`src/rtl/irq_bid_arbiter.sv`:
```
module irq_bid_arbiter #(
  parameter int NSRC   = 18,
  parameter int PRIO_W = 3,
  parameter int CH_W   = 2,
  parameter int KIND_W = 3
) (
  input  logic                     clk,
  input  logic                     rst_n,
  input  logic [NSRC-1:0]          req_i,
  input  logic [NSRC*PRIO_W-1:0]   prio_i,
  input  logic [PRIO_W+CH_W+KIND_W-1:0] thresh_i,
  input  logic                     half_rate_i,
  input  logic                     ack_i,
  input  logic                     vec_mod_i,
  input  logic [PRIO_W+CH_W+KIND_W-1:0] base_vec_i,
  output logic                     irq_n_o,
  output logic [PRIO_W+CH_W+KIND_W-1:0] cir_o,
  output logic [PRIO_W+CH_W+KIND_W-1:0] vec_o
);
  localparam int CODE_W = PRIO_W + CH_W + KIND_W;
  localparam int LOW_W  = CH_W + KIND_W;

  logic [CODE_W-1:0] bid   [NSRC];
  logic [CODE_W-1:0] best;
  logic [CODE_W-1:0] win_q, cir_q;
  logic              irq_q, phase_q;
  logic              eval;

  for (genvar i = 0; i < NSRC; i++) begin : g_bid
    localparam logic [CH_W-1:0]   CH   = CH_W'(i % (1 << CH_W));
    localparam logic [KIND_W-1:0] KIND = KIND_W'(i / (1 << CH_W));
    assign bid[i] = req_i[i] ? {prio_i[i*PRIO_W +: PRIO_W], CH, KIND} : '0;
  end

  always_comb begin
    best = '0;
    for (int i = 0; i < NSRC; i++)
      if (bid[i] > best) best = bid[i];
  end

  assign eval = !half_rate_i || phase_q;

  always_ff @(posedge clk or negedge rst_n)
    if (!rst_n) begin
      phase_q <= 1'b0;
      win_q   <= '0;
      irq_q   <= 1'b0;
      cir_q   <= '0;
    end else begin
      phase_q <= !phase_q;
      if (eval) begin
        win_q <= best;
        irq_q <= best > thresh_i;
      end
      if (ack_i) cir_q <= win_q;
    end

  assign irq_n_o = !irq_q;
  assign cir_o   = cir_q;
  assign vec_o   = vec_mod_i ? {base_vec_i[CODE_W-1:LOW_W], cir_q[LOW_W-1:0]} : base_vec_i;

  assert_strict_cmp_R3: assert property (@(posedge clk) disable iff (!rst_n)
    eval |=> (irq_n_o == !(win_q > $past(thresh_i))));
  assert_idle_zero_R4: assert property (@(posedge clk) disable iff (!rst_n)
    (eval && req_i == '0) |=> (win_q == '0 && irq_n_o));
  assert_half_hold_R5: assert property (@(posedge clk) disable iff (!rst_n)
    (half_rate_i && !phase_q) |=> ($stable(win_q) && $stable(irq_n_o)));
  assert_ack_load_R6: assert property (@(posedge clk) disable iff (!rst_n)
    ack_i |=> (cir_o == $past(win_q)));
  assert_cir_hold_R7: assert property (@(posedge clk) disable iff (!rst_n)
    !ack_i |=> $stable(cir_o));
endmodule

```
`config.mk`:
```
export PLATFORM = sky130hd
export DESIGN_NAME = irq_bid_arbiter
export DESIGN_NICKNAME = d
export VERILOG_FILES = /design/src/rtl/irq_bid_arbiter.sv
export SDC_FILE = /design/constraint.sdc
export NUM_CORES = 1
export LEC_CHECK = 0
export ABC_AREA = 1
export ABC_CLOCK_PERIOD_IN_PS = 1200
export BUFFER_PORTS_ARGS = -buffer_cell sky130_fd_sc_hd__buf_2
export CAP_MARGIN = 25
export CELL_PAD_IN_SITES_DETAIL_PLACEMENT = 0
export CELL_PAD_IN_SITES_GLOBAL_PLACEMENT = 1
export CORE_ASPECT_RATIO = 2
export CORE_UTILIZATION = 35
export CTS_BUF_LIST = sky130_fd_sc_hd__clkbuf_4
export CTS_CLUSTER_SIZE = 30
export DETAILED_ROUTE_END_ITERATION = 12
export PLACE_DENSITY = 0.79
export SYNTH_ARGS = -nofsm -noshare
export SYNTH_HDL_FRONTEND = slang
export SYNTH_SLANG_ARGS = --single-unit
```
`constraint.sdc`:
```
create_clock -name clk -period 1.2 [get_ports clk]
set_input_delay 0.24 -clock clk [delete_from_list [all_inputs] [get_ports clk]]
set_output_delay 0.24 -clock clk [all_outputs]
set_load 0.02 [all_outputs]
```
[Word level (Yosys, flattened, before mapping)]
Index checks and enable logic that the tools add are counted.
Cells by class
  shifts and indexed selects: 0
  $mul: 0
  bitwise operators: 0
  $lt $le $gt $ge: 19
  mux-type cells: 37
  equal/unequal tests: 0
  reductions and logical operators: 4
  div/mod/pow operators: 0
  add/subtract/negate cells: 0
Operators by type and width (count)
  $mux 8: 36
  $gt 8x8->1: 18
  $gt 8x1->1 const B: 1
  $mux 5: 1
  $logic_not 1->1: 3
  $logic_or 1x1->1: 1
Word-level totals
  input port bits: 93
  register bits after elaboration: 18
  memories: 0
  word-level logic and storage cells: 64
  bits in latches: 0
  memory bits (writable): 0
  ROM bits: 0
  output and inout port bits: 17

[Longest topological paths before layout]
Gate-level depths: netlist of the first run.
  depth in word-level cells: 38
  depth in mapped cells: 164
  depth with buffers taken out: 161

[Worst setup path after synthesis of the first run]
Ideal clock, no wire load.
  path type: input to register
  start: input port prio_i[5]
  end: register irq_q
  path buffers: 3
  required time: 1.070 ns
  cell stages on the path: 146
  slack: -16.551 ns
  data arrival time: 17.621 ns
  setup time: 0.130 ns
  path through: nand2_1 inv_1 ha_1 nand3_1 nand2_1 inv_1 nand2_2 nand2_1 nand2_1 o21ai_0 inv_1 ha_1 a21oi_1 nor2_1 nor3_1 inv_1 nand2_1 o21ai_0 [110 not listed] nand2_1 nand3_2 buf_6 nand3_1 o21ai_1 ha_1 a21o_1 a21oi_1 nand2_2 nand2_4 nand2_2 and2_1 ha_1 nand2_1 nor3_1 nand3_1 nand2_1 o22ai_1
Between the ends
  longest elaborated chain between the ends: 36
Ends and longest elaborated chain
  from (decl): line 10  | input logic [NSRC*PRIO_W-1:0] prio_i,
  $mux 8 *: line 32  | assign bid[i] = req_i[i] ? {prio_i[i*PRIO_W +: PRIO_W], CH, KIND} : '0;
  $gt 8x8->1: line 38  | if (bid[i] > best) best = bid[i];
  $mux 8 *: line 38
  $gt 8x8->1: line 38
  $mux 8 *: line 38
  $gt 8x8->1: line 38
  $mux 8 *: line 38
  $gt 8x8->1: line 38
  [21 not listed]
  $gt 8x8->1: line 38
  $mux 8 *: line 38
  $gt 8x8->1: line 38
  $mux 8 *: line 38
  $gt 8x8->1: line 38
  $mux 8 *: line 38
  named net best[7]: line 24  | logic [CODE_W-1:0] best;
  $gt 8x8->1 *: line 53  | irq_q <= best > thresh_i;
  to (signal assigned): line 53
  to (decl): line 26  | logic irq_q, phase_q;
Mark *: on every way through the listed nets, which the timed path passes. The rest lies on a longest branch.
A chain may end at the register's enable or synchronous reset.

[Final worst setup path of the first run]
Same ends and word-level chain as after synthesis.

==> results of run 1 <==
[synthesized netlist by cell type (5+ instances only)]
master    count  area (µm²)
a21oi_1      30       150.1
a21o_1        5       37.54
nand2_1     229       859.6
o21bai_1      6       45.04
nand2_4      12       135.1
o21ai_0      35       175.2
dfrtp_1      18       450.4
inv_1       149       559.3
nor2_1       49       183.9
o21ai_1      11       55.05
nand4_1      10       62.56
nand3_2      19       190.2
nand3_1      78       390.4
ha_1         74       925.9
inv_2         9       33.78
nand2_2      32       200.2
[per-layer routing]
metal | part of all wire (%) | wire length [µm] | up-vias
li1 | - | - | 3454
met3 | 1.7 | 311 | 65
met1 | 32 | 5862 | 3154
met2 | 61 | 11260 | 142
met5 | 0 | 0 | -
met4 | 4.9 | 890 | 0
[cell type report]
type                            count  area, µm²
Multi-Input combinational cell    631       5350
Timing Repair Buffer              419       3000
Clock inverter                      1      3.754
Inverter                          160      649.4
Tap cell                          186      232.7
Clock buffer                        3      22.52
Fill cell                        1059       3879
Sequential cell                    18      450.4
[worst paths after layout]
kind | start | endpoint | slack, ns | cells past startpoint
min | ack_i | cir_o[4] | 0.30 | 3
min reg2reg | phase_q | phase_q | 0.42 | 1
max | prio_i[5] | irq_q | -16.56 | 144
min in group asynchronous | rst_n | irq_q | 0.40 | 2
max in group asynchronous | rst_n | phase_q | 0.51 | 2
max reg2reg | phase_q | win_q[4] | 0.11 | 5
[per-stage QoR]
stage	setup slack [ns]	setup TNS, ns
after floorplan	-15.65	-134.77
after global placement	-16.96	-147.36
after detailed placement	-17.24	-149.96
after CTS	-16.25	-141.93
final	-16.56	-144.61
after global routing	-17.69	-154.77
[state kept, by name, summed over array words and instances, names as in the netlist]
name,flops
irq_q,1
win_q,8
cir_o,8
phase_q,1
[logic make-up after synthesis]
kind of cell | Yosys count | share of synthesized area, %
buffers and inverters | 169 | 13.78
and+or+nand+nor | 453 | 45.61
muxes | 3 | 0.6887
adders and majority gates | 74 | 18.88
DFF | 18 | 9.184
AOI/OAI and AO/OA | 101 | 11.86
[worst min-delay path, stage by stage]
cell	delay (ns)
buf_2	0.18
nand2_1	0.08
o21ai_0	0.06
[what timing repair did]
item,4_1_cts,5_1_grt
buffers inserted,51,20
hold buffers,1,0
gates resized for setup,148,170
setup endpoints to repair,14,16
pin swaps,134,126
endpoints found under the hold margin,18,0
==> flow_summary_export.csv, run 1 <==
group,metric,value,unit
worst_hold_path,hold_class,"input port to flop",
sta,fmax,0.05630,GHz
synth,syn-instance-count,818,
cells_and_area,syn_to_final_growth,97.96,%
cells_and_area,final_util,71.45,%
setup_path,crit_type,"input port to flop",
global_route,global_route.usage.met3,0.9241,%
cells_and_area,drive_gt1_share,61.36,%
sta,finalCriticalPeriod,17.76,ns
setup_path,arrival,17.95,ns
detailed_routing,via_per_inst,4.806,
outcome,outcome,"finished, violations left",
clocking,numCtsBuffers,3,
synth,synth.net_count,985,
synth,netlist_area,4905,µm²
cells_and_area,stdcell_count,1418,
synth,ys_dominant_reg_cell,"dfrtp_1",
detailed_routing,drtPass1Iterations,4,
detailed_routing,vias,6815,
placement,portBuffers,103,
sta,setup_slack,-16.56,ns
sta,holdWs,0.2991,ns
floorplan,die_y,169.4,µm
synth,postSynth.asyncResetShare,100.0,%
floorplan,die-area,14520,µm²
sta,finalClockSkew,0.003586,ns
global_route,globalRouteMet1Util,18.17,%
clocking,h-tree-depth,1,
synth,avgSynthCellArea,5.996,µm²
synth,yosysWarningCount,0,
setup_path,critPathRequiredTime,1.39,ns
setup_path,slowest_stage,"ha_1",
detailed_routing,antenna_left,0,
placement,dp_hpwl,12940,µm
synth,ys_types,44,
detailed_routing,drt_wl_total,18320,µm
sta,setup_viol,13,
cells_and_area,final_common_cell,"buf_4",
floorplan,num_rows,60,
setup_path,start_kind,"input port",
setup_path,critPathMostFrequentCell,"nand2_4",
setup_path,critPathMaxFanout,7,
setup_path,crit_buf_inv,16,
floorplan,io_pins,110,
clocking,root_buffer,"clkbuf_4",
setup_path,slowest_delay,0.30,ns
cells_and_area,final_nets,1400,
sta,fin_crit_sh,1480,%
global_route,grt_util_all_layers,22.16,%
setup_path,critPathTopFamily,"simple AND/OR/NAND/NOR gates",
cells_and_area,layout_common_cells,"299 x buf_4, 161 x nand2_1, 124 x inv_1",
global_route,grt.busiest_layer,"met2",
sta,hold_violations,0,
sta,drv_slew,0,
outcome,violations,"negative setup slack",
global_route,grt_pass1_vias,6708,
sta,rsz0062_at_grt,"true",
floorplan,coreArea,13590,µm²
synth,synth-edff-count,0,
global_route,grtUsageMet2,50.40,%
clocking,clock-sinks,18,
global_route,grt_first_pass_wirelength,26530,µm
floorplan,initial_core_util,36.10,%
flow_run,cap_violations,0,
clocking,clk_pin_slew,0.10,ns
global_route,grt.overflow.total,0,
detailed_routing,drtIter0Drc,129,
clocking,cts_tree,"yes",
clocking,clockBufferDepth,2,
floorplan,fp.dieW,85.71,µm
synth,yosysSeqAreaShare,9.184,%
sta,tightest_slew,0.4134,ns
global_route,grt_start_max_net_pins,19,
placement,place_inst,1345,
placement,placed_area,7669,µm²
cells_and_area,final_cell_area,9709,µm²
sta,slew_headroom,72.44,%
detailed_routing,route.detailed.drc,0,
global_route,antenna_found_initial,0,
synth,ys_ff_latch,18,
detailed_routing,avgRoutedWirePerCell,12.92,µm
placement,gp_congestion,0.8888,
setup_path,crit_path_end_kind,"flop",
cells_and_area,num_antenna_cells,0,
clocking,insertion_delay,0.29,ns
Power of run 1 is left out: the tool's default activity adds up to more than one toggle a clock period on the data nets, which glitch-free logic cannot reach.
==> run 2, diff against run 1 <==
--- a/config.mk
+++ b/config.mk
@@ -12,11 +12,12 @@
 export CELL_PAD_IN_SITES_DETAIL_PLACEMENT = 0
 export CELL_PAD_IN_SITES_GLOBAL_PLACEMENT = 1
 export CORE_ASPECT_RATIO = 2
-export CORE_UTILIZATION = 35
+export CORE_MARGIN = 4
+export CORE_UTILIZATION = 39
 export CTS_BUF_LIST = sky130_fd_sc_hd__clkbuf_4
 export CTS_CLUSTER_SIZE = 30
 export DETAILED_ROUTE_END_ITERATION = 12
-export PLACE_DENSITY = 0.79
+export PLACE_DENSITY = 0.86
 export SYNTH_ARGS = -nofsm -noshare
 export SYNTH_HDL_FRONTEND = slang
 export SYNTH_SLANG_ARGS = --single-unit
==> flow_summary_export.csv, run 2 (same netlist as run 1, synthesis figures left out) <==
group,metric,value,unit
sta,rsz0062_at_grt,"true",
floorplan,io_pins,110,
placement,gp_congestion,0.8787,
detailed_routing,drtIter0Drc,240,
setup_path,crit_buf_inv,21,
cells_and_area,final_util,79.19,%
placement,placed_area,7452,µm²
sta,drv_slew,0,
sta,holdWs,0.2926,ns
setup_path,critPathRequiredTime,1.38,ns
global_route,grt.overflow.total,0,
sta,setup_viol,10,
floorplan,num_rows,57,
detailed_routing,route.detailed.drc,0,
detailed_routing,via_per_inst,5.217,
sta,hold_violations,0,
setup_path,crit_type,"input port to flop",
floorplan,initial_core_util,39.98,%
global_route,grt_first_pass_wirelength,29880,µm
global_route,antenna_found_initial,0,
outcome,outcome,"finished, violations left",
cells_and_area,num_antenna_cells,0,
floorplan,die_y,166.6,µm
clocking,root_buffer,"clkbuf_4",
clocking,cts_tree,"yes",
setup_path,slowest_stage,"a211oi_2",
cells_and_area,syn_to_final_growth,98.06,%
detailed_routing,antenna_left,0,
clocking,clockBufferDepth,2,
sta,slew_headroom,71.67,%
placement,dp_hpwl,13780,µm
sta,fin_crit_sh,1518,%
clocking,clk_pin_slew,0.10,ns
sta,finalCriticalPeriod,18.22,ns
clocking,insertion_delay,0.29,ns
floorplan,coreArea,12270,µm²
flow_run,cap_violations,0,
floorplan,die-area,14540,µm²
detailed_routing,drtPass1Iterations,4,
global_route,grt_start_max_net_pins,19,
floorplan,fp.dieW,87.30,µm
cells_and_area,layout_common_cells,"295 x buf_4, 150 x nand2_1, 123 x inv_1",
cells_and_area,drive_gt1_share,62.91,%
setup_path,critPathMaxFanout,8,
detailed_routing,avgRoutedWirePerCell,15.49,µm
clocking,clock-sinks,18,
detailed_routing,drt_wl_total,21400,µm
setup_path,slowest_delay,0.32,ns
clocking,h-tree-depth,1,
cells_and_area,fillers,804,
sta,finalClockSkew,0.002764,ns
global_route,grt_pass1_vias,7264,
setup_path,critPathMostFrequentCell,"nand2_2",
sta,tightest_slew,0.4232,ns
cells_and_area,final_common_cell,"buf_4",
global_route,grt_util_all_layers,24.90,%
clocking,numCtsBuffers,3,
placement,portBuffers,103,
detailed_routing,vias,7210,
setup_path,arrival,18.40,ns
worst_hold_path,hold_class,"input port to flop",
cells_and_area,final_nets,1403,
sta,fin_setup_tns,-149.11,ns
cells_and_area,final_cell_area,9714,µm²
outcome,violations,"negative setup slack",
setup_path,critPathTopFamily,"simple AND/OR/NAND/NOR gates",
sta,setup_slack,-17.02,ns
setup_path,start_kind,"input port",
setup_path,crit_path_end_kind,"flop",
sta,fmax,0.05489,GHz
## run 2: what timing repair did
item,in CTS,in global routing
setup endpoints to repair,14,14
pin swaps,95,133
buffers inserted,75,20
hold endpoints to repair,18,0
cloned,1,0
resized for setup,144,186
hold buffers,1,0
## run 2: metrics by stage
stage	setup WS (ns)	std cells
after floorplan	-15.65	818
after global placement	-16.78	1282
after detailed placement	-17.15	1282
after CTS	-16.17	1363
after global routing	-18.11	1382
final	-17.02	1382
## run 2: path summary, 6_finish.rpt
check,from,endpoint,slack (ns),cells after the start
setup / recovery,req_i[1],irq_q,-17.02,146
hold / removal,ack_i,cir_o[3],0.29,3
setup reg to reg,phase_q,win_q[5],0.18,5
hold reg to reg,phase_q,phase_q,0.42,1
max in group asynchronous,rst_n,cir_o[7],0.51,2
min in group asynchronous,rst_n,irq_q,0.40,2
## run 2: worst register-to-register path: cells and delay by family, from the launching register on
family,cells,cell delay (ns)
simple gates,3,0.26
flops,1,0.38
buf+inv,2,0.34
## run 2: layout make-up
cell class	count	area, µm²	area share (%)
inverters	160	646.9	6.659
well taps	147	183.9	1.893
clock inverters	1	3.754	0.03864
flip-flops and latches	18	450.4	4.637
clock buffers	3	22.52	0.2318
repair buffers	421	3040	31.30
multi-input cells	632	5366	55.24
## run 2: routing by layer
metal / share of wire [%] / wire (µm) / up-vias / track usage (%)
met5: 0 / 0 / - / 0
met4: 8.9 / 1904 / 0 / 15.76
met3: 3.1 / 667 / 140 / 1.137
met1: 30 / 6416 / 3345 / 19.87
met2: 58 / 12410 / 261 / 52.92
li1: - / - / 3464 / -
Power of run 2 is left out for the same reason.
==> run 3, diff against run 2 <==
--- a/config.mk
+++ b/config.mk
@@ -9,7 +9,7 @@
 export ABC_CLOCK_PERIOD_IN_PS = 1200
 export BUFFER_PORTS_ARGS = -buffer_cell sky130_fd_sc_hd__buf_2
 export CAP_MARGIN = 25
-export CELL_PAD_IN_SITES_DETAIL_PLACEMENT = 0
+export CELL_PAD_IN_SITES_DETAIL_PLACEMENT = 1
 export CELL_PAD_IN_SITES_GLOBAL_PLACEMENT = 1
 export CORE_ASPECT_RATIO = 2
 export CORE_MARGIN = 4
==> flow_summary_export.csv, run 3 <==
group,metric,value,unit
floorplan,num_rows,57,
synth,synth.net_count,985,
synth,synth_most_common_cell,"nand2_1",
placement,gp_congestion,0.8787,
clocking,numCtsBuffers,3,
outcome,error_line,"[ERROR DPL-0033] detailed placement checks failed during check placement.",
floorplan,initial_core_util,39.98,%
clocking,h-tree-depth,1,
synth,ys_dominant_reg_cell,"dfrtp_1",
synth,yosys-top-cells-count,"229 x nand2_1, 149 x inv_1, 78 x nand3_1",
clocking,root_buffer,"clkbuf_4",
outcome,outcome,"aborted with a tool error",
synth,synth_top_area_share,18.88,%
synth,ys_ff_latch,18,
floorplan,die_y,166.6,µm
clocking,cts_setup_buffers,44,
synth,synth-edff-count,0,
clocking,hold_buffers,1,
outcome,lastStage,"4_1_cts",
synth,netlist_area,4905,µm²
clocking,clock-sinks,18,
floorplan,io_pins,110,
synth,post-synth-top-area-cell,"ha_1",
placement,portBuffers,103,
synth,yosysWarningCount,0,
synth,syn-instance-count,818,
clocking,clockBufferDepth,2,
synth,avgSynthCellArea,5.996,µm²
synth,yosysSeqAreaShare,9.184,%
placement,place_inst,1282,
placement,dp_hpwl,20550,µm
floorplan,fp.dieW,87.30,µm
clocking,cts_resized,238,
synth,postSynth.asyncResetShare,100.0,%
synth,ys_types,44,
synth,synth_area_leaders,"ha_1 19%, nand2_1 18%, inv_1 11%",
==> run 3: cells by family after synthesis <==
group | count (synthesis) | share of synthesized area [%]
buf+inv | 169 | 13.78
mux | 3 | 0.6887
flops | 18 | 9.184
compound gates | 101 | 11.86
fa+ha+maj | 74 | 18.88
simple gates | 453 | 45.61
==> run 3: through the flow <==
step / TNS, ns / instance area [µm²] / setup slack, ns / util (%)
after global placement: -145.86 / 7452 / -16.78 / 60.75
after detailed placement: -160.24 / 7452 / -18.52 / 60.75
after floorplan: -134.77 / 5139 / -15.65 / -
==> run 4, diff against run 3 <==
==> config.mk (replaced) <==
export PLATFORM = sky130hd
export DESIGN_NAME = irq_bid_arbiter
export DESIGN_NICKNAME = d
export VERILOG_FILES = /design/src/rtl/irq_bid_arbiter.sv
export SDC_FILE = /design/constraint.sdc
export NUM_CORES = 1
export LEC_CHECK = 0
export ABC_AREA = 1
export ABC_CLOCK_PERIOD_IN_PS = 1200
export BUFFER_PORTS_ARGS = -buffer_cell sky130_fd_sc_hd__buf_2
export CAP_MARGIN = 25
export CORE_MARGIN = 4
export CORE_UTILIZATION = 35
export DETAILED_ROUTE_END_ITERATION = 12
export PLACE_DENSITY_LB_ADDON = 0.15
export SYNTH_ARGS = -nofsm -noshare
export SYNTH_HDL_FRONTEND = slang
export SYNTH_SLANG_ARGS = --single-unit
==> flow_summary_export.csv, run 4 (same netlist as run 1, synthesis figures left out) <==
group,metric,value,unit
sta,hold_violations,0,
cells_and_area,fillers,1137,
setup_path,slowest_delay,0.32,ns
floorplan,io_pins,110,
cells_and_area,layout_common_cells,"305 x buf_4, 170 x nand2_1, 130 x inv_1",
detailed_routing,via_per_inst,4.569,
clocking,clockBufferDepth,2,
cells_and_area,final_common_cell,"buf_4",
cells_and_area,final_util,69.69,%
detailed_routing,drtIter0Drc,213,
floorplan,fp.dieW,126.4,µm
detailed_routing,vias,6438,
clocking,numCtsBuffers,3,
setup_path,slowest_stage,"ha_1",
global_route,grt_start_max_net_pins,19,
cells_and_area,drive_gt1_share,58.64,%
sta,setup_viol,9,
placement,gp_congestion,0.8133,
setup_path,worstReg2RegStart,"phase_q",
sta,rsz0062_at_grt,"true",
detailed_routing,drt_wl_total,15730,µm
global_route,antenna_found_initial,1,
floorplan,num_rows,42,
sta,setup_slack,-16.49,ns
setup_path,r2r_cells,5,
sta,slew_headroom,74.26,%
setup_path,startpoint,"prio_i[5]",
setup_path,crit_buf_inv,21,
setup_path,crit_type,"input port to flop",
setup_path,critPathMostFrequentCell,"nand2_2",
outcome,violations,"negative setup slack",
clocking,clock-sinks,18,
setup_path,r2r_slack,0.19,ns
setup_path,r2r-end,"win_q[4]",
cells_and_area,syn_to_final_growth,91.89,%
setup_path,crit_path_end_kind,"flop",
global_route,grt_util_all_layers,17.96,%
worst_hold_path,hold_class,"input port to flop",
setup_path,crit_path_end,"irq_q",
clocking,h-tree-depth,1,
detailed_routing,avgRoutedWirePerCell,11.17,µm
placement,portBuffers,103,
clocking,clk_pin_slew,0.05,ns
floorplan,die_y,126.4,µm
setup_path,critPathTopFamily,"simple AND/OR/NAND/NOR gates",
detailed_routing,route.detailed.drc,0,
outcome,outcome,"finished, violations left",
setup_path,arrival,17.82,ns
global_route,grt_pass1_vias,6258,
floorplan,die-area,15970,µm²
clocking,cts_tree,"yes",
global_route,grt_first_pass_wirelength,25670,µm
sta,fmax,0.05653,GHz
detailed_routing,drtPass1Iterations,4,
floorplan,initial_core_util,36.32,%
setup_path,cp.depth,147,
sta,drv_slew,0,
floorplan,coreArea,13510,µm²
sta,finalClockSkew,0.002578,ns
sta,tightest_slew,0.3861,ns
flow_run,cap_violations,0,
global_route,grt.overflow.total,0,
placement,dp_hpwl,11730,µm
setup_path,critPathRequiredTime,1.33,ns
setup_path,start_kind,"input port",
setup_path,critPathMaxFanout,8,
clocking,root_buffer,"clkbuf_16",
sta,fin_crit_sh,1474,%
cells_and_area,final_nets,1401,
sta,finalCriticalPeriod,17.69,ns
clocking,insertion_delay,0.24,ns
cells_and_area,num_antenna_cells,0,
detailed_routing,antenna_left,0,
run 4: metrics by stage:
step / hold WS (ns) / setup TNS [ns] / cells / area [µm²] / setup WS, ns
floorplan: -0.05559 / -134.77 / 818 / 5139 / -15.65
global placement: 0.1870 / -145.90 / 1322 / 7559 / -16.81
detailed placement: 0.1863 / -149.33 / 1322 / 7559 / -17.20
CTS: 0.3616 / -140.90 / 1398 / 8891 / -16.18
global route: 0.3949 / -155.11 / 1409 / 9412 / -17.81
finish: 0.3623 / -143.58 / 1409 / 9412 / -16.49
run 4: how the worst min path moves through the flow:
stage | startpoint | end | slack (ns) | cells after the start
CTS | ack_i | cir_o[1] | 0.36 | 3
finish | ack_i | cir_o[0] | 0.36 | 3
global route | ack_i | cir_o[1] | 0.39 | 3
detailed placement | rst_n | cir_o[1] | 0.19 | 1
floorplan | rst_n | cir_o[0] | -0.06 | 0
global placement | rst_n | cir_o[1] | 0.19 | 1
run 4: repair_timing:
| action | in CTS | in global routing |
|---|---|---|
| endpoints found under the hold margin | 18 | 0 |
| cloned | 0 | 0 |
| hold buffers | 1 | 0 |
| endpoints found under the setup margin | 9 | 14 |
| pin swaps | 131 | 111 |
| gates resized for setup | 148 | 92 |
| buffers inserted | 73 | 11 |
run 4: routing by layer:
layer  GRT usage, %  wire length, µm
met1          22.27             6832
met2          35.18             8447
met3          1.051              321
met4          1.388              119
met5              0               12
run 4: area by class of cell:
type / count / area (µm²) / area share, %
sequential: 18 / 450.4 / 4.786
multi-input combinational: 631 / 5029 / 53.43
clock buffer: 4 / 88.84 / 0.9439
tap: 176 / 220.2 / 2.340
inverter: 160 / 631.9 / 6.714
timing repair buffer: 420 / 2992 / 31.79
run 4: tightest hold or removal path: cells and delay by family:
family / cells / cell delay [ns]
and+or+nand+nor: 1 / 0.08
AOI/OAI and AO/OA: 1 / 0.07
buffers and inverters: 1 / 0.17
Power of run 4 is left out for the same reason.
